## src/rtl/sfce_pkg.sv

```systemverilog
package sfce_pkg;

    localparam int BYTE_W = 8;
    localparam int CNT_W  = 4;
    localparam int IDX_W  = CNT_W + 1;

    localparam logic [4:0] OFS_OPCODE = 5'h00;
    localparam logic [4:0] OFS_COUNTS = 5'h01;
    localparam logic [4:0] OFS_CTRL   = 5'h02;
    localparam logic [4:0] OFS_STATUS = 5'h03;
    localparam logic [4:0] OFS_DATA   = 5'h0C;
    localparam logic [4:0] OFS_PTR    = 5'h0D;

    localparam int CTRL_GO_BIT  = 0;
    localparam int CTRL_CLR_BIT = 4;
    localparam int STAT_BSY_BIT = 7;

    localparam logic [BYTE_W-1:0] RX_FILL = 8'h00;

    typedef struct packed {
        logic [CNT_W-1:0] rx;
        logic [CNT_W-1:0] tx;
    } counts_t;

    typedef enum logic {
        SQ_IDLE = 1'b0,
        SQ_RUN  = 1'b1
    } seq_state_e;

    function automatic logic [CNT_W-1:0] rx_taken(input logic [CNT_W-1:0] tx,
                                                  input logic [CNT_W-1:0] rx);
        if (tx == '0 && rx != '0)
            return rx - 1'b1;
        else if (tx == '0)
            return '0;
        else
            return rx;
    endfunction

    function automatic logic [IDX_W-1:0] final_index(input logic [CNT_W-1:0] tx,
                                                     input logic [CNT_W-1:0] rx);
        return {1'b0, tx} + {1'b0, rx_taken(tx, rx)};
    endfunction

endpackage

```

## src/rtl/sfce_fifo.sv

```systemverilog
module sfce_fifo
    import sfce_pkg::*;
#(
    parameter int DEPTH = 8,
    parameter int PTR_W = $clog2(DEPTH)
) (
    input  logic              clk,
    input  logic              rst,
    input  logic              clr,
    input  logic              bus_we,
    input  logic              bus_re,
    input  logic [BYTE_W-1:0] bus_wdata,
    output logic [BYTE_W-1:0] bus_rdata,
    output logic [PTR_W-1:0]  ptr,
    input  logic [PTR_W-1:0]  eng_ridx,
    output logic [BYTE_W-1:0] eng_rdata,
    input  logic              eng_we,
    input  logic [PTR_W-1:0]  eng_widx,
    input  logic [BYTE_W-1:0] eng_wdata
);

    logic [BYTE_W-1:0] mem [DEPTH];

    always_ff @(posedge clk) begin
        if (rst) begin
            for (int i = 0; i < DEPTH; i++) mem[i] <= '0;
            ptr <= '0;
        end else begin
            if (eng_we) mem[eng_widx] <= eng_wdata;
            if (bus_we) mem[ptr] <= bus_wdata;
            if (clr)
                ptr <= '0;
            else if (bus_we || bus_re)
                ptr <= ptr + 1'b1;
        end
    end

    assign bus_rdata = mem[ptr];
    assign eng_rdata = mem[eng_ridx];

    assert_ptr_clear_R4: assert property (@(posedge clk) disable iff (rst)
        clr |=> ptr == '0);

    assert_ptr_step_R3: assert property (@(posedge clk) disable iff (rst)
        ((bus_we || bus_re) && !clr) |=> ptr == $past(ptr) + 1'b1);

    assert_one_writer_R10: assert property (@(posedge clk) disable iff (rst)
        !(bus_we && eng_we));

endmodule

```

## src/rtl/sfce_shifter.sv

```systemverilog
module sfce_shifter
    import sfce_pkg::*;
#(
    parameter int SCK_HALF = 2
) (
    input  logic              clk,
    input  logic              rst,
    input  logic              start,
    input  logic [BYTE_W-1:0] tx_byte,
    input  logic              miso,
    output logic              sck,
    output logic              mosi,
    output logic              busy,
    output logic              done,
    output logic [BYTE_W-1:0] rx_byte
);

    localparam int DIV_W = (SCK_HALF > 1) ? $clog2(SCK_HALF) : 1;
    localparam int BIT_W = $clog2(BYTE_W);
    localparam logic [DIV_W-1:0] DIV_LAST = DIV_W'(SCK_HALF - 1);

    logic [DIV_W-1:0]  div_q;
    logic [BIT_W-1:0]  bit_q;
    logic [BYTE_W-1:0] out_sr;
    logic [BYTE_W-1:0] in_sr;

    always_ff @(posedge clk) begin
        if (rst) begin
            busy   <= 1'b0;
            sck    <= 1'b0;
            done   <= 1'b0;
            div_q  <= '0;
            bit_q  <= '0;
            out_sr <= '0;
            in_sr  <= '0;
        end else begin
            done <= 1'b0;
            if (!busy) begin
                if (start) begin
                    busy   <= 1'b1;
                    out_sr <= tx_byte;
                    div_q  <= '0;
                    bit_q  <= '0;
                    sck    <= 1'b0;
                end
            end else if (div_q == DIV_LAST) begin
                div_q <= '0;
                if (!sck) begin
                    sck   <= 1'b1;
                    in_sr <= {in_sr[BYTE_W-2:0], miso};
                end else begin
                    sck <= 1'b0;
                    if (bit_q == BIT_W'(BYTE_W - 1)) begin
                        busy <= 1'b0;
                        done <= 1'b1;
                    end else begin
                        bit_q  <= bit_q + 1'b1;
                        out_sr <= {out_sr[BYTE_W-2:0], 1'b0};
                    end
                end
            end else begin
                div_q <= div_q + 1'b1;
            end
        end
    end

    assign mosi    = out_sr[BYTE_W-1];
    assign rx_byte = in_sr;

    assert_sck_idle_low_R6: assert property (@(posedge clk) disable iff (rst)
        !busy |-> !sck);

    assert_done_single_R9: assert property (@(posedge clk) disable iff (rst)
        done |=> !done);

endmodule

```

## src/rtl/sfce_seq.sv

```systemverilog
module sfce_seq
    import sfce_pkg::*;
#(
    parameter int PTR_W = 3
) (
    input  logic              clk,
    input  logic              rst,
    input  logic              go,
    input  logic [BYTE_W-1:0] opcode,
    input  counts_t           counts,
    input  logic              sh_done,
    input  logic [BYTE_W-1:0] sh_rx,
    output logic              sh_start,
    output logic [BYTE_W-1:0] sh_tx,
    output logic [PTR_W-1:0]  fifo_ridx,
    input  logic [BYTE_W-1:0] fifo_rdata,
    output logic              fifo_we,
    output logic [PTR_W-1:0]  fifo_widx,
    output logic [BYTE_W-1:0] fifo_wdata,
    output logic              active
);

    seq_state_e       state_q;
    logic [IDX_W-1:0] idx_q;
    logic [IDX_W-1:0] last_q;
    logic [CNT_W-1:0] txn_q;
    logic [IDX_W-1:0] idx_next;
    logic [IDX_W-1:0] idx_prev;
    logic             in_rx_phase;

    assign idx_next    = idx_q + 1'b1;
    assign idx_prev    = idx_q - 1'b1;
    assign in_rx_phase = idx_q > {1'b0, txn_q};

    always_ff @(posedge clk) begin
        if (rst) begin
            state_q  <= SQ_IDLE;
            idx_q    <= '0;
            last_q   <= '0;
            txn_q    <= '0;
            sh_start <= 1'b0;
            sh_tx    <= '0;
        end else begin
            sh_start <= 1'b0;
            case (state_q)
                SQ_IDLE: begin
                    if (go) begin
                        state_q  <= SQ_RUN;
                        idx_q    <= '0;
                        last_q   <= final_index(counts.tx, counts.rx);
                        txn_q    <= counts.tx;
                        sh_start <= 1'b1;
                        sh_tx    <= opcode;
                    end
                end
                SQ_RUN: begin
                    if (sh_done) begin
                        if (idx_q == last_q) begin
                            state_q <= SQ_IDLE;
                        end else begin
                            idx_q    <= idx_next;
                            sh_start <= 1'b1;
                            sh_tx    <= (idx_next <= {1'b0, txn_q}) ? fifo_rdata : RX_FILL;
                        end
                    end
                end
                default: state_q <= SQ_IDLE;
            endcase
        end
    end

    assign active     = (state_q == SQ_RUN);
    assign fifo_ridx  = idx_q[PTR_W-1:0];
    assign fifo_we    = active && sh_done && in_rx_phase;
    assign fifo_widx  = idx_prev[PTR_W-1:0];
    assign fifo_wdata = sh_rx;

    assert_go_starts_R5: assert property (@(posedge clk) disable iff (rst)
        (go && !active) |=> active);

    assert_done_in_run_R9: assert property (@(posedge clk) disable iff (rst)
        sh_done |-> active);

endmodule

```

## src/rtl/sflash_cmd_engine.sv

```systemverilog
module sflash_cmd_engine
    import sfce_pkg::*;
#(
    parameter int FIFO_DEPTH = 8,
    parameter int SCK_HALF   = 2
) (
    input  logic       clk,
    input  logic       rst,
    input  logic [4:0] bus_addr,
    input  logic       bus_wr,
    input  logic       bus_rd,
    input  logic [7:0] bus_wdata,
    output logic [7:0] bus_rdata,
    output logic       spi_sck,
    output logic       spi_mosi,
    input  logic       spi_miso,
    output logic       spi_cs_n
);

    localparam int PTR_W = $clog2(FIFO_DEPTH);

    logic [BYTE_W-1:0] opcode_q;
    counts_t           counts_q;
    logic              seq_active;
    logic              go, ptr_clr, fifo_bus_we, fifo_bus_re;
    logic [BYTE_W-1:0] fifo_bus_rdata, fifo_eng_rdata, fifo_eng_wdata;
    logic [PTR_W-1:0]  fifo_ptr, fifo_ridx, fifo_widx;
    logic              fifo_eng_we;
    logic              sh_start, sh_busy, sh_done;
    logic [BYTE_W-1:0] sh_tx, sh_rx;

    assign go          = bus_wr && (bus_addr == OFS_CTRL) && bus_wdata[CTRL_GO_BIT];
    assign ptr_clr     = bus_wr && (bus_addr == OFS_CTRL) && bus_wdata[CTRL_CLR_BIT];
    assign fifo_bus_we = bus_wr && (bus_addr == OFS_DATA) && !seq_active;
    assign fifo_bus_re = bus_rd && (bus_addr == OFS_DATA);

    always_ff @(posedge clk) begin
        if (rst) begin
            opcode_q <= '0;
            counts_q <= '0;
        end else if (bus_wr && !seq_active) begin
            if (bus_addr == OFS_OPCODE) opcode_q <= bus_wdata;
            if (bus_addr == OFS_COUNTS) counts_q <= counts_t'(bus_wdata);
        end
    end

    always_comb begin
        bus_rdata = '0;
        case (bus_addr)
            OFS_OPCODE: bus_rdata = opcode_q;
            OFS_COUNTS: bus_rdata = counts_q;
            OFS_CTRL:   bus_rdata[CTRL_GO_BIT] = seq_active;
            OFS_STATUS: bus_rdata[STAT_BSY_BIT] = sh_busy;
            OFS_DATA:   bus_rdata = fifo_bus_rdata;
            OFS_PTR:    bus_rdata = {{(BYTE_W - PTR_W){1'b0}}, fifo_ptr};
            default:    bus_rdata = '0;
        endcase
    end

    sfce_fifo #(.DEPTH(FIFO_DEPTH), .PTR_W(PTR_W)) u_fifo (
        .clk       (clk),
        .rst       (rst),
        .clr       (ptr_clr),
        .bus_we    (fifo_bus_we),
        .bus_re    (fifo_bus_re),
        .bus_wdata (bus_wdata),
        .bus_rdata (fifo_bus_rdata),
        .ptr       (fifo_ptr),
        .eng_ridx  (fifo_ridx),
        .eng_rdata (fifo_eng_rdata),
        .eng_we    (fifo_eng_we),
        .eng_widx  (fifo_widx),
        .eng_wdata (fifo_eng_wdata)
    );

    sfce_seq #(.PTR_W(PTR_W)) u_seq (
        .clk        (clk),
        .rst        (rst),
        .go         (go),
        .opcode     (opcode_q),
        .counts     (counts_q),
        .sh_done    (sh_done),
        .sh_rx      (sh_rx),
        .sh_start   (sh_start),
        .sh_tx      (sh_tx),
        .fifo_ridx  (fifo_ridx),
        .fifo_rdata (fifo_eng_rdata),
        .fifo_we    (fifo_eng_we),
        .fifo_widx  (fifo_widx),
        .fifo_wdata (fifo_eng_wdata),
        .active     (seq_active)
    );

    sfce_shifter #(.SCK_HALF(SCK_HALF)) u_shift (
        .clk     (clk),
        .rst     (rst),
        .start   (sh_start),
        .tx_byte (sh_tx),
        .miso    (spi_miso),
        .sck     (spi_sck),
        .mosi    (spi_mosi),
        .busy    (sh_busy),
        .done    (sh_done),
        .rx_byte (sh_rx)
    );

    assign spi_cs_n = !seq_active;

    assert_cs_covers_shift_R9: assert property (@(posedge clk) disable iff (rst)
        sh_busy |-> !spi_cs_n);

    assert_opcode_hold_R10: assert property (@(posedge clk) disable iff (rst)
        (seq_active && bus_wr && bus_addr == OFS_OPCODE) |=> $stable(opcode_q));

    assert_counts_hold_R10: assert property (@(posedge clk) disable iff (rst)
        (seq_active && bus_wr && bus_addr == OFS_COUNTS) |=> $stable(counts_q));

endmodule

```

## config.mk

```make
export PLATFORM = sky130hd
export DESIGN_NAME = sflash_cmd_engine
export DESIGN_NICKNAME = d
export VERILOG_FILES = /design/src/rtl/sfce_pkg.sv /design/src/rtl/sfce_fifo.sv /design/src/rtl/sfce_shifter.sv /design/src/rtl/sfce_seq.sv /design/src/rtl/sflash_cmd_engine.sv
export SDC_FILE = /design/constraint.sdc
export NUM_CORES = 1
export LEC_CHECK = 0
export BUFFER_PORTS_ARGS = -buffer_cell sky130_fd_sc_hd__buf_2
export CAP_MARGIN = 20
export CORE_MARGIN = 2
export CORE_UTILIZATION = 32
export CTS_CLUSTER_DIAMETER = 150
export DETAILED_ROUTE_END_ITERATION = 8
export PLACE_DENSITY = 0.46
export SYNTH_ARGS = -nofsm -noshare
export SYNTH_HDL_FRONTEND = slang
export SYNTH_SLANG_ARGS = --single-unit
```

## constraint.sdc

```tcl
create_clock -name clk -period 7.5 [get_ports clk]
set_clock_uncertainty 0.2 [all_clocks]
set_input_delay 0.375 -clock clk [delete_from_list [all_inputs] [get_ports clk]]
set_output_delay 0.375 -clock clk [all_outputs]
set_load 0.02 [all_outputs]
```

**Word level (Yosys, flattened, before mapping)**

Memories as Yosys holds them, arrays and structs flattened. A register that Yosys moved wholly into a read port is not among the register bits.
Cells that the tools add are included.

- Memories: 1
- Memory bits (writable): 64
- Input port bits: 18
- Word-level logic and storage cells: 134
- Output and inout port bits: 11
- Bits in registers: 66

- Bitwise gates (word level): 4
- Magnitude comparators: 2
- Reduce and logical (&&, ||, !) cells: 27
- Equality and inequality tests: 13
- Multiplexer cells: 63
- Add/sub/neg operators: 7

Memory list:

| memory | words | bits a word | rd ports | clocked after Yosys merged registers in | wr ports | RTL line | source |
|---|---|---|---|---|---|---|---|
| u_fifo.mem | 8 | 8 | 2 | 2 | 8 | sfce_fifo.sv:22 | `logic [BYTE_W-1:0] mem [DEPTH];` |

Operators with widths:

| cell | number |
|---|---|
| $mux W8 | 11 |
| $mux W3 | 11 |
| $mux W1 | 26 |
| $pmux W6 S4 | 1 |
| $mux W4 | 5 |
| $pmux W8 S2 | 1 |
| $reduce_or A8 Y1 | 2 |
| $mux W5 | 3 |
| $eq A5 B2 Y1 const B | 2 |
| $eq A5 B4 Y1 const B | 2 |
| $logic_and A1 B1 Y1 | 10 |
| $pmux W5 S2 | 1 |
| $ne A2 B2 Y1 const B | 4 |
| $reduce_and A2 Y1 | 4 |
| $add A3 B1 Y3 const B | 2 |
| $reduce_and A3 Y1 | 2 |
| $add A4 B4 Y5 | 1 |
| $add A5 B1 Y5 const B | 1 |
| $eq A5 B1 Y1 const B | 1 |
| $eq A5 B5 Y1 | 1 |
| $gt A5 B4 Y1 | 1 |
| $le A5 B4 Y1 | 1 |
| $logic_not A5 Y1 | 1 |
| $pmux W1 S5 | 1 |
| other kinds (16) | 21 |

**Logic depth before layout (Yosys ltp)**

- Depth in word-level cells: 8
- Gate-level depth with buffers: 11
- Mapped depth without buffers: 11

**Hierarchy**

Synthesis repeated with hierarchy kept, for this count alone.

- Cells, all modules: 725
- Area total of the unflattened synthesis: 8075.2 um^2

By module, submodules not included:

| module | times used | cells an instance | area each (um^2) |
|---|---|---|---|
| sfce_fifo | 1 | 323 | 4431.8 |
| sfce_seq | 1 | 205 | 1665.3 |
| sflash_cmd_engine | 1 | 107 | 1004.7 |
| sfce_shifter | 1 | 90 | 973.4 |

**Worst setup path before layout**

OpenSTA, ideal clock, no wires.

- Path kind: register to register
- Start: register u_seq.idx_q[0]
- End: memory u_fifo.mem[0][0], enable pin
- Stages on the path, launching flop included: 8
- Buffers on the path: 1
- Path slack: 4607 ps
- Arrival time: 2309 ps
- Clock period less this slack: 2893 ps
- Cell sequence: dfxtp_1 > buf_2 > inv_1 > ha_1 > a41o_1 > a21oi_4 > o21ai_0 > o21ai_0

RTL lines:

| item | RTL line | source |
|---|---|---|
| start, declared | sfce_seq.sv:24 | `logic [IDX_W-1:0] idx_q;` |
| start signal, assigned | sfce_seq.sv:61 | `idx_q <= idx_next;` |
| end, declared | sfce_fifo.sv:22 |  |

==> results.yml <==
synth:
  synth_warnings: 0
  synth.area.top_cells: "edfxtp_1 (27%), dfxtp_1 (20%), mux4_2 (10%), nor2_1 (5.9%), mux2i_1 (5.0%)"
  syn-instance-count: 679
  synth.net_count: 716
  syn_area_um2: 7216
  dominantRegCellSynth: "dfxtp_1"
  ys_async_sr_fraction: 0
  synth_area_per_cell_um2: 10.63
  synth.distinct_cells: 61
  synth_top_area_frac: 0.2663
  synth_top_area_cell: "edfxtp_1"
  synth_edf_count: 64
  synth_seq_cells: 136
  ys_seq_area_frac: 0.4661
global_routing:
  grt_pass1_wl_mm: 31.84
  grt_max_degree: 58
  antenna_found_initial: 1
  grt-ovfl-total: 0
  gr-usage-all-layers: 0.1796
  grt_pass1_vias: 5224
critical_path:
  slowest_stage: "nor2b_2"
  cp_max_fo: 41
  crit_arrival_ps: 3870
  reg2reg_depth: 7
  cp-end-kind: "flop"
  start_kind: "flop"
  crit_required_ps: 7430
  path_class: "reg2reg"
  path_cells: "nor2b_2 -> nor4b_4 -> buf_4 -> mux2i_1 -> o21ai_0 -> o21ai_0 -> buf_2"
  critPathMaxStageDelay_ps: 820
  path_common_cell: "o21ai_0"
timing:
  worst-slew-pin-transition_ps: 1021
  fmax_mhz: 253.8
  layout_min_cycle_time_ps: 3940
  post-route-period-util: 0.5253
  relSlewSlack: 0.3145
  rsz0062_at_grt: "false"
  setup_viol: 0
  holdWs_ps: 62.69
  fin_setup_tns_ps: 0
  slew_violations: 0
  hold_violations: 0
clock_network:
  cts_root_buf: "clkbuf_16"
  cts_sinks: 136
  clk_pin_slew_ps: 60
  ctsResizeCount: 0
  htree_levels: 4
  clock_latency_ps: 420
  clk_path_buf_depth: 2
  postCtsSetupBuffers: 0
  tritoncts: "done"
  numCtsBuffers: 17
layout:
  nets: 727
  areaGrowthSynthToFinish_pct: 12.74
  final_cell_mix: "nor2_1 (114), dfxtp_1 (72), edfxtp_1 (64)"
  final_util: 0.3705
  stdcell_count: 984
  fin_area_um2: 8135
  drive_gt1_frac: 0.1579
  mostFrequentLayoutCell: "nor2_1"
placed_design:
  placed_area_um2: 7537
  globalplace.congestion: 0.8431
  io_buffers: 28
  dpl.cell_count: 949
  hpwl_mm: 15.30
pwr:
  pwr-share-comb: 0.038
  pwr-share-clk: 0.491
  p_sw_mw: 0.3663
  switching_share: 0.2163
  pwr-share-seq: 0.472
  p_int_mw: 1.327
  power.density_nw_per_um2: 208.1
  worst_ir_drop_vdd_v: 0.0001343
  cellLeakagePower_nw: 2.826
die:
  die_w_um: 154.2
  die_h_um: 154.2
  initial_core_util: 0.3286
  rows: 54
  die_area_um2: 23770
  core-area_um2: 21960
  io_pins: 29
route:
  antenna_left: 0
  wl_per_cell_um: 21.01
  via_per_inst: 5.471
  drt_wl_total_mm: 20.68
  vias: 5383
  route.detailed.drc: 0
  dr.first_iter.drc_count: 455
  dr.pass1.iters: 5
worst_hold_path:
  hold_depth: 3
  min_path_type: "in2reg"
status:
  outcome: "finished, final reports clean"
job:
  drv_cap: 0
stage by stage:
step | setup WS (ps) | total power [mW]
finish | 3560 | 1.693
detailed placement | 3713 | 0.8776
floorplan | 4607 | 0.8476
global route | 3307 | 1.740
CTS | 3680 | 1.701
global placement | 3529 | 0.8744
final timing paths:
kind | startpoint | end | slack (ps)
min | bus_wdata[5] | counts_q[5]$_SDFFE_PP0P_ | 60
max reg2reg | u_seq.active$_SDFF_PP0_ | u_fifo.mem[0][4]$_SDFFCE_PN0P_ | 3560
min reg2reg | u_shift.bit_q[1]$_SDFFE_PP0P_ | u_shift.bit_q[1]$_SDFFE_PP0P_ | 250
max | u_seq.active$_SDFF_PP0_ | u_fifo.mem[0][4]$_SDFFCE_PN0P_ | 3560
flip-flops by register name (all words and copies together), names as in the netlist, named ones only:
register and count:
opcode_q 8, u_seq.idx_q 5, u_seq.sh_start 1, u_shift.div_q 1, counts_q 8, u_shift.rx_byte 8, u_fifo.ptr 3, u_shift.done 1
u_shift.sck 1, u_shift.out_sr 8, u_seq.sh_tx 8, u_fifo.mem 64, u_shift.busy 1, u_seq.txn_q 4, u_seq.active 1, u_seq.last_q 5
u_shift.bit_q 3
timing repair:
action,4_1_cts,5_1_grt
endpoints found under the hold margin,1,0
hold buffers,1,0
setup endpoints to repair,0,0
critical path: cells and delay by family (launching register included):
| family | cells | cell delay [ps] |
|---|---|---|
| muxes | 1 | 300 |
| and+or+nand+nor | 2 | 1170 |
| AOI/OAI and AO/OA | 2 | 770 |
| buffers and inverters | 2 | 700 |
| DFF | 1 | 490 |
area by class of cell:
cell class / count / area [um^2]
fillers: 2112 / 13820
multi-input cells: 474 / 3520
flip-flops and latches: 136 / 3363
clock buffers: 24 / 481.7
well taps: 280 / 350.3
repair buffers: 38 / 235.2
clock inverters: 8 / 96.34
inverters: 23 / 86.33
diodes: 1 / 2.502
power groups by stage:
stage | registers [mW] | logic, mW | clock network (mW)
5_1_grt | 0.800 | 0.0687 | 0.872
3_5_place_dp | 0.814 | 0.0635 | 0
6_report | 0.799 | 0.0640 | 0.830
4_1_cts | 0.798 | 0.0640 | 0.839
3_3_place_gp | 0.814 | 0.0602 | 0
2_1_floorplan | 0.809 | 0.0385 | 0
synthesized netlist by cell type, types with 9 or more instances:
master	instances
nor2_1	114
dfxtp_1	72
edfxtp_1	64
nand2_1	52
a21oi_1	46
mux2i_1	36
mux4_2	32
nand3_1	27
inv_1	22
clkbuf_1	18
ha_1	18
o21ai_0	18
a31oi_1	17
buf_2	11
a211oi_1	9
nor3b_1	9
cells by family after synthesis:
| kind of cell | synth area share |
|---|---|
| AOI/OAI and AO/OA | 0.1333 |
| muxes | 0.1514 |
| buffers and inverters | 0.04612 |
| xor gates and xnor gates | 0.01457 |
| DFF | 0.4661 |
| and+or+nand+nor | 0.1545 |
| adders and majority gates | 0.03399 |
metal layers:
metal  vias up  global-route usage  part of all wire
met5         -                   0                 0
met1      2658              0.2428              0.46
met3        21             0.03326             0.049
li1       2529                   -                 -
met4         0             0.05429             0.018
met2       175              0.2936              0.48
No activity file was read; power rests on OpenSTA's default activity.
